[src/rtl/rsp_enc_pkg.sv]
package rsp_enc_pkg;

    // Subcarrier pulse geometry in carrier cycles
    localparam int SLOW_HALF         = 16;
    localparam int FAST_HALF         = 14;
    // Pulse counts at the high data rate
    localparam int BIT_SLOW_PULSES   = 8;
    localparam int BIT_FAST_PULSES   = 9;
    localparam int DELIM_SLOW_PULSES = 24;
    localparam int DELIM_FAST_PULSES = 27;

    localparam int SLOW_BIT_CYC   = BIT_SLOW_PULSES * 2 * SLOW_HALF;
    localparam int FAST_BIT_CYC   = BIT_FAST_PULSES * 2 * FAST_HALF;
    localparam int SLOW_DELIM_CYC = DELIM_SLOW_PULSES * 2 * SLOW_HALF;
    localparam int FAST_DELIM_CYC = DELIM_FAST_PULSES * 2 * FAST_HALF;
    localparam int QUIET_BIT_CYC  = SLOW_BIT_CYC;
    localparam int QUIET_DELIM_CYC = SLOW_DELIM_CYC;

    typedef enum logic [1:0] {
        SEG_QUIET = 2'd0,
        SEG_SLOW  = 2'd1,
        SEG_FAST  = 2'd2
    } seg_kind_e;

    typedef enum logic [3:0] {
        ST_IDLE,
        ST_SOF_LEAD,
        ST_SOF_BURST,
        ST_SOF_ONE_A,
        ST_SOF_ONE_B,
        ST_BIT_A,
        ST_BIT_B,
        ST_EOF_ZERO_A,
        ST_EOF_ZERO_B,
        ST_EOF_BURST,
        ST_EOF_TAIL
    } frame_st_e;

endpackage

[src/rtl/rsp_seg_table.sv]
module rsp_seg_table
    import rsp_enc_pkg::*;
#(
    parameter int LEN_W    = 12,
    parameter int RATE_MUL = 4
) (
    input  frame_st_e        st,
    input  logic             bit_val,
    input  logic             dual,
    input  logic             low,
    output seg_kind_e        kind,
    output logic [LEN_W-1:0] len
);

    localparam logic [LEN_W-1:0] L_SLOW_BIT   = LEN_W'(SLOW_BIT_CYC);
    localparam logic [LEN_W-1:0] L_FAST_BIT   = LEN_W'(FAST_BIT_CYC);
    localparam logic [LEN_W-1:0] L_QUIET_BIT  = LEN_W'(QUIET_BIT_CYC);
    localparam logic [LEN_W-1:0] L_SLOW_DELIM = LEN_W'(SLOW_DELIM_CYC);
    localparam logic [LEN_W-1:0] L_FAST_DELIM = LEN_W'(FAST_DELIM_CYC);
    localparam logic [LEN_W-1:0] L_QUIET_DELIM = LEN_W'(QUIET_DELIM_CYC);
    localparam logic [LEN_W-1:0] L_MUL        = LEN_W'(RATE_MUL);

    seg_kind_e        alt_kind;
    logic [LEN_W-1:0] alt_len;
    logic [LEN_W-1:0] base_len;

    // The half-bit that differs between the two subcarrier modes
    assign alt_kind = dual ? SEG_FAST : SEG_QUIET;
    assign alt_len  = dual ? L_FAST_BIT : L_QUIET_BIT;

    always_comb begin
        kind     = SEG_QUIET;
        base_len = '0;
        unique case (st)
            ST_IDLE: begin
                kind     = SEG_QUIET;
                base_len = '0;
            end
            ST_SOF_LEAD: begin
                kind     = dual ? SEG_FAST : SEG_QUIET;
                base_len = dual ? L_FAST_DELIM : L_QUIET_DELIM;
            end
            ST_SOF_BURST, ST_EOF_BURST: begin
                kind     = SEG_SLOW;
                base_len = L_SLOW_DELIM;
            end
            ST_SOF_ONE_A, ST_EOF_ZERO_B: begin
                kind     = alt_kind;
                base_len = alt_len;
            end
            ST_SOF_ONE_B, ST_EOF_ZERO_A: begin
                kind     = SEG_SLOW;
                base_len = L_SLOW_BIT;
            end
            ST_BIT_A: begin
                kind     = bit_val ? alt_kind : SEG_SLOW;
                base_len = bit_val ? alt_len : L_SLOW_BIT;
            end
            ST_BIT_B: begin
                kind     = bit_val ? SEG_SLOW : alt_kind;
                base_len = bit_val ? L_SLOW_BIT : alt_len;
            end
            ST_EOF_TAIL: begin
                kind     = dual ? SEG_FAST : SEG_QUIET;
                base_len = dual ? L_FAST_DELIM : L_QUIET_DELIM;
            end
            default: begin
                kind     = SEG_QUIET;
                base_len = '0;
            end
        endcase
    end

    assign len = low ? LEN_W'(base_len * L_MUL) : base_len;

endmodule

[src/rtl/rsp_seg_engine.sv]
module rsp_seg_engine
    import rsp_enc_pkg::*;
#(
    parameter int LEN_W  = 12,
    parameter int S_HALF = SLOW_HALF,
    parameter int F_HALF = FAST_HALF
) (
    input  logic             clk,
    input  logic             rst_n,
    input  logic             load,
    input  seg_kind_e        kind_in,
    input  logic [LEN_W-1:0] len_in,
    output logic             seg_last,
    output logic             mod_out
);

    localparam int MAX_HALF = (S_HALF > F_HALF) ? S_HALF : F_HALF;
    localparam int PH_W     = $clog2(2 * MAX_HALF);

    seg_kind_e        kind_q;
    logic [LEN_W-1:0] rem_q;
    logic [PH_W-1:0]  ph_q;
    logic [PH_W-1:0]  ph_top;
    logic [PH_W-1:0]  ph_half;

    assign ph_top  = (kind_q == SEG_FAST) ? PH_W'(2 * F_HALF - 1) : PH_W'(2 * S_HALF - 1);
    assign ph_half = (kind_q == SEG_FAST) ? PH_W'(F_HALF) : PH_W'(S_HALF);

    always_ff @(posedge clk or negedge rst_n) begin
        if (!rst_n) begin
            kind_q <= SEG_QUIET;
            rem_q  <= '0;
            ph_q   <= '0;
        end else if (load) begin
            kind_q <= kind_in;
            rem_q  <= len_in;
            ph_q   <= '0;
        end else if (rem_q != '0) begin
            rem_q <= rem_q - 1'b1;
            ph_q  <= (ph_q == ph_top) ? '0 : ph_q + 1'b1;
        end
    end

    assign seg_last = (rem_q == LEN_W'(1));
    assign mod_out  = (rem_q != '0) && (kind_q != SEG_QUIET) && (ph_q < ph_half);

endmodule

[src/rtl/rsp_frame_fsm.sv]
module rsp_frame_fsm
    import rsp_enc_pkg::*;
#(
    parameter int DATA_W = 8
) (
    input  logic              clk,
    input  logic              rst_n,
    input  logic              in_valid,
    input  logic [DATA_W-1:0] in_data,
    input  logic              dual_in,
    input  logic              low_in,
    input  logic              seg_last,
    output logic              in_ready,
    output logic              busy,
    output logic              load,
    output frame_st_e         nxt_st,
    output logic              nxt_bit,
    output logic              dual_eff,
    output logic              low_eff
);

    localparam int CNT_W = (DATA_W > 1) ? $clog2(DATA_W) : 1;
    localparam logic [CNT_W-1:0] LAST_BIT = CNT_W'(DATA_W - 1);

    frame_st_e         st_q;
    logic [DATA_W-1:0] sh_q;
    logic [CNT_W-1:0]  cnt_q;
    logic              dual_q;
    logic              low_q;
    logic              byte_end;
    logic              is_idle;

    assign is_idle  = (st_q == ST_IDLE);
    assign byte_end = (st_q == ST_BIT_B) && seg_last && (cnt_q == LAST_BIT);

    // State register and byte datapath
    always_ff @(posedge clk or negedge rst_n) begin
        if (!rst_n) begin
            st_q   <= ST_IDLE;
            sh_q   <= '0;
            cnt_q  <= '0;
            dual_q <= 1'b0;
            low_q  <= 1'b0;
        end else begin
            st_q <= nxt_st;
            if (is_idle && in_valid) begin
                sh_q   <= in_data;
                cnt_q  <= '0;
                dual_q <= dual_in;
                low_q  <= low_in;
            end else if ((st_q == ST_BIT_B) && seg_last) begin
                if (cnt_q != LAST_BIT) begin
                    sh_q  <= sh_q >> 1;
                    cnt_q <= cnt_q + 1'b1;
                end else if (in_valid) begin
                    sh_q  <= in_data;
                    cnt_q <= '0;
                end
            end
        end
    end

    // Next state and the bit carried into it
    always_comb begin
        nxt_st  = st_q;
        nxt_bit = sh_q[0];
        unique case (st_q)
            ST_IDLE:       if (in_valid) nxt_st = ST_SOF_LEAD;
            ST_SOF_LEAD:   if (seg_last) nxt_st = ST_SOF_BURST;
            ST_SOF_BURST:  if (seg_last) nxt_st = ST_SOF_ONE_A;
            ST_SOF_ONE_A:  if (seg_last) nxt_st = ST_SOF_ONE_B;
            ST_SOF_ONE_B:  if (seg_last) nxt_st = ST_BIT_A;
            ST_BIT_A:      if (seg_last) nxt_st = ST_BIT_B;
            ST_BIT_B: begin
                if (seg_last) begin
                    if (cnt_q != LAST_BIT) begin
                        nxt_st  = ST_BIT_A;
                        nxt_bit = sh_q[1];
                    end else if (in_valid) begin
                        nxt_st  = ST_BIT_A;
                        nxt_bit = in_data[0];
                    end else begin
                        nxt_st = ST_EOF_ZERO_A;
                    end
                end
            end
            ST_EOF_ZERO_A: if (seg_last) nxt_st = ST_EOF_ZERO_B;
            ST_EOF_ZERO_B: if (seg_last) nxt_st = ST_EOF_BURST;
            ST_EOF_BURST:  if (seg_last) nxt_st = ST_EOF_TAIL;
            ST_EOF_TAIL:   if (seg_last) nxt_st = ST_IDLE;
            default:       nxt_st = ST_IDLE;
        endcase
    end

    // Outputs
    always_comb begin
        busy     = !is_idle;
        in_ready = is_idle || byte_end;
        load     = (nxt_st != st_q) && (nxt_st != ST_IDLE);
        dual_eff = is_idle ? dual_in : dual_q;
        low_eff  = is_idle ? low_in  : low_q;
    end

endmodule

[src/rtl/resp_manchester_enc.sv]
module resp_manchester_enc
    import rsp_enc_pkg::*;
#(
    parameter int DATA_W   = 8,
    parameter int RATE_MUL = 4
) (
    input  logic              clk,
    input  logic              rst_n,
    input  logic              in_valid,
    output logic              in_ready,
    input  logic [DATA_W-1:0] in_data,
    input  logic              dual_sc,
    input  logic              low_rate,
    output logic              busy,
    output logic              mod_out
);

    localparam int MAX_CYC = QUIET_DELIM_CYC * RATE_MUL;
    localparam int LEN_W   = $clog2(MAX_CYC + 1);

    frame_st_e        nxt_st;
    logic             nxt_bit;
    logic             dual_eff;
    logic             low_eff;
    logic             load;
    logic             seg_last;
    seg_kind_e        seg_kind;
    logic [LEN_W-1:0] seg_len;

    rsp_frame_fsm #(.DATA_W(DATA_W)) u_fsm (
        .clk      (clk),
        .rst_n    (rst_n),
        .in_valid (in_valid),
        .in_data  (in_data),
        .dual_in  (dual_sc),
        .low_in   (low_rate),
        .seg_last (seg_last),
        .in_ready (in_ready),
        .busy     (busy),
        .load     (load),
        .nxt_st   (nxt_st),
        .nxt_bit  (nxt_bit),
        .dual_eff (dual_eff),
        .low_eff  (low_eff)
    );

    rsp_seg_table #(.LEN_W(LEN_W), .RATE_MUL(RATE_MUL)) u_tab (
        .st      (nxt_st),
        .bit_val (nxt_bit),
        .dual    (dual_eff),
        .low     (low_eff),
        .kind    (seg_kind),
        .len     (seg_len)
    );

    rsp_seg_engine #(.LEN_W(LEN_W)) u_eng (
        .clk      (clk),
        .rst_n    (rst_n),
        .load     (load),
        .kind_in  (seg_kind),
        .len_in   (seg_len),
        .seg_last (seg_last),
        .mod_out  (mod_out)
    );

endmodule

[config.mk]
export PLATFORM = sky130hd
export DESIGN_NAME = resp_manchester_enc
export DESIGN_NICKNAME = d
export VERILOG_FILES = /design/src/rtl/rsp_enc_pkg.sv /design/src/rtl/rsp_seg_table.sv /design/src/rtl/rsp_seg_engine.sv /design/src/rtl/rsp_frame_fsm.sv /design/src/rtl/resp_manchester_enc.sv
export SDC_FILE = /design/constraint.sdc
export NUM_CORES = 1
export LEC_CHECK = 0
export ABC_AREA = 1
export BUFFER_PORTS_ARGS = -buffer_cell sky130_fd_sc_hd__buf_2
export CORE_AREA = 2 2 106 67
export DETAILED_ROUTE_END_ITERATION = 10
export DIE_AREA = 0 0 108 69
export GPL_TIMING_DRIVEN = 1
export SLEW_MARGIN = 20
export SYNTH_ARGS = -nofsm -noshare
export SYNTH_HDL_FRONTEND = slang
export SYNTH_SLANG_ARGS = --single-unit
[constraint.sdc]
create_clock -name clk -period 2.1 [get_ports clk]
set_clock_uncertainty 0.15 [all_clocks]
set_input_delay 0.63 -clock clk [delete_from_list [all_inputs] [get_ports clk]]
set_output_delay 0.63 -clock clk [all_outputs]
set_load 0.02 [all_outputs]
==> results.yml <==
outcome:
  status: "finished, violations left"
  violations: "negative setup slack"
sta:
  timing.final.ws_setup_ns: -0.369
  fmax_mhz: 405
  slew-limit-headroom: 0.674
  finalCriticalPeriod_ns: 2.47
  report.final.slew_viol_count: 0
  finalSetupViolations: 22
  finalCritPeriodShare: 1.18
  grt_setup_unrepaired: "true"
  hold_viol_final: 0
  fin_tns_setup_ns: -4.76
  worstMarginPinSlew_ns: 0.489
floorplanning:
  design.die.area_um2: 7450
  initial_utilization: 0.387
  width_of_the_die_um: 108
  die-height_um: 69
  num_rows: 23
  boundaryPins: 16
  floorplan.core_area_um2: 6470
finish:
  fillerInstances: 575
  postLayoutCoreUtil: 0.605
  final_net_count: 499
  antenna-diode-count: 0
  area_growth_syn_to_layout_pct: 56.3
  final_layout_size_suffix_gt1_frac: 0.475
yosys:
  gate_count_of_the_mapped_netlist: 374
  post_synth_num_cell_types: 28
  netlist_area_um2: 2500
  synth.ff_latch_count: 36
  postSynth.topFlopCell: "dfrtp_1"
  synth.largest_area_cell: "dfrtp_1"
  synth_warnings: 0
  mappedNetlistNets: 396
  synth.yosys.seq_area_share: 0.360
  yosys-top-cells-count: "nand2_1 (99), inv_1 (56), nor2_1 (48), dfrtp_1 (36), o21ai_0 (33)"
  avgSynthCellArea_um2: 6.70
  post_synth_main_area_contributors: "dfrtp_1 (36%), nand2_1 (15%), inv_1 (8.4%)"
  synth_async_sr_flop_share: 1.00
  number_of_enable_type_register_cells_in_the_synthesized_netlist: 0
  synthDominantCellAreaShare: 0.360
  yosysMostFrequentCell: "nand2_1"
clocking:
  htree_levels: 2
  ctsRootBufferMaster: "clkbuf_8"
  cts_buffers: 5
  tritoncts_clock_tree: "yes"
  clk_transition_reported_paths_ns: 0.08
  clk_latency_ns: 0.30
  clock_tree_buf_depth: 2
  cts-hold-fix-buffers: 0
  cts_sinks: 36
placed_design:
  dpl_worst_slack_ns: -0.366
  finalWeightedCongestion: 0.897
  hpwlAfterDp_um: 5440
  port_buffers: 15
power_and_ir_drop:
  sequentialPowerShare: 0.541
  power.share.switching: 0.244
  vdd.ir_drop.worst_uv: 232
  total_switching_power_mw: 0.312
  power_density_over_cell_area_nw_per_um2: 327
  combinationalPowerShare: 0.022
  static-leakage-power_nw: 1.91
  internal_power_mw: 0.968
  report.power.total_mw: 1.28
  clkPwrFrac: 0.437
routing:
  routed_wirelength_um: 7780
  drc: 0
  vias: 2794
  drt_pass1_iterations: 4
  route.detailed.wl_per_inst_um: 13.8
  final_antenna_net_count: 0
  avgViaCountPerCell: 4.95
  first_iter_violations: 170
setup_path:
  worstPathRequired_ns: 1.32
  criticalPathCategory: "reg -> out"
  cp_max_fo: 4
  crit_arrival_ns: 1.69
  timing.critical_path.to_type: "primary output"
  critPathLaunchType: "flip-flop"
min_path:
  hold_path.class: "in -> async"
global_route:
  first_pass_grt_wire_length_um: 12400
  largest_net_degree_at_the_start_of_global_routing: 37
  gr-total-overflow: 0
  via_count_of_the_first_global_routing_pass: 2565
  globalRouteTotalUtil: 0.212
  antenna_found_initial: 0
flow_run:
  cap_violations: 0
==> power by group through the flow <==
stage | Clock (mW) | Sequential (mW) | Combinational [mW]
finish | 0.560 | 0.692 | 0.0283
global route | 0.601 | 0.693 | 0.0334
CTS | 0.564 | 0.692 | 0.0297
detailed placement | 0 | 0.706 | 0.0291
global placement | 0 | 0.706 | 0.0284
floorplan | 0 | 0.707 | 0.000919
==> registers in the layout, summed over array words and instances (netlist names) <==
name          cells
u_fsm.dual_q      1
u_fsm.cnt_q       3
u_eng.ph_q        5
u_eng.kind_q      2
u_fsm.st_q        4
u_eng.rem_q      12
u_fsm.sh_q        8
u_fsm.low_q       1
==> per-layer routing <==
layer / GRT usage / vias to the layer above / part of all wire
li1: - / 1394 / -
met3: 0.0369 / 7 / 0.049
met2: 0.279 / 64 / 0.42
met5: 0 / - / 0
met4: 0.0556 / 0 / 0.011
met1: 0.346 / 1329 / 0.51
==> critical path: stages (launching register included) <==
cell and delay [ns]:
dfrtp_1 0.41, nor2_2 0.15, nand2_2 0.11, nor2_4 0.18, buf_4 0.15, nand3_4 0.08, o2111a_1 0.17, buf_6 0.13
==> cells by family (layout without fill, tap and decap cells) <==
kind of cell               after synthesis  after routing  synth area share
xor gates and xnor gates                 5              5            0.0175
AOI/OAI and AO/OA                       64             64             0.142
adders and majority gates                9              9            0.0450
DFF                                     36             36             0.360
and+or+nand+nor                        195            195             0.333
buffers and inverters                   65            169             0.103
==> path summary, 6_finish.rpt <==
kind                             endpoint  slack (ns)  cells after the start            from
max                               mod_out       -0.37                      7  u_eng.rem_q[6]
min                         u_fsm.sh_q[7]        0.23                      2           rst_n
max reg2reg                u_eng.rem_q[2]       -0.32                     15  u_eng.rem_q[6]
min reg2reg                  u_fsm.dual_q        0.34                      2    u_fsm.dual_q
max in group asynchronous   u_fsm.st_q[3]        1.21                      2           rst_n
min in group clk             u_fsm.dual_q        0.34                      2    u_fsm.dual_q
==> metrics by stage <==
stage               std cells  area (µm²)  hold slack [ns]
finish                    565        3920            0.226
global route              565        3920            0.273
CTS                       558        3610            0.247
detailed placement        540        3180            0.325
global placement          540        3180            0.320
floorplan                 374        2510            0.184
==> layout by cell type (no fill, tap or decap), drive strengths merged <==
cell type and n:
nor4 1, o21bai 3, a211oi 2, clkinvlp 2
nor3 3, a21oi 19, nand4 5, and2 1
nor2 57, dfrtp 36, ha 9, a31oi 1
xor2 5, o21ai 35, o31ai 2, o2111a 2
nand3 24, buf 102, clkbuf 6, inv 59
nand2 104
==> timing repair <==
item	CTS	global route
hold endpoints to repair	0	0
gates resized for setup	78	63
setup endpoints to repair	22	28
setup buffers	10	7
cloned	0	0
pin swaps	24	24
==> layout make-up <==
class | count | area, µm² | area share
Clock inverter | 2 | 15.0 | 0.00383
Multi-Input combinational cell | 273 | 1760 | 0.449
Tap cell | 87 | 109 | 0.0278
Sequential cell | 36 | 903 | 0.231
Clock buffer | 6 | 82.6 | 0.0211
Inverter | 59 | 234 | 0.0597
Timing Repair Buffer | 102 | 813 | 0.208
Note: power is estimated with default switching activity, not from simulation.
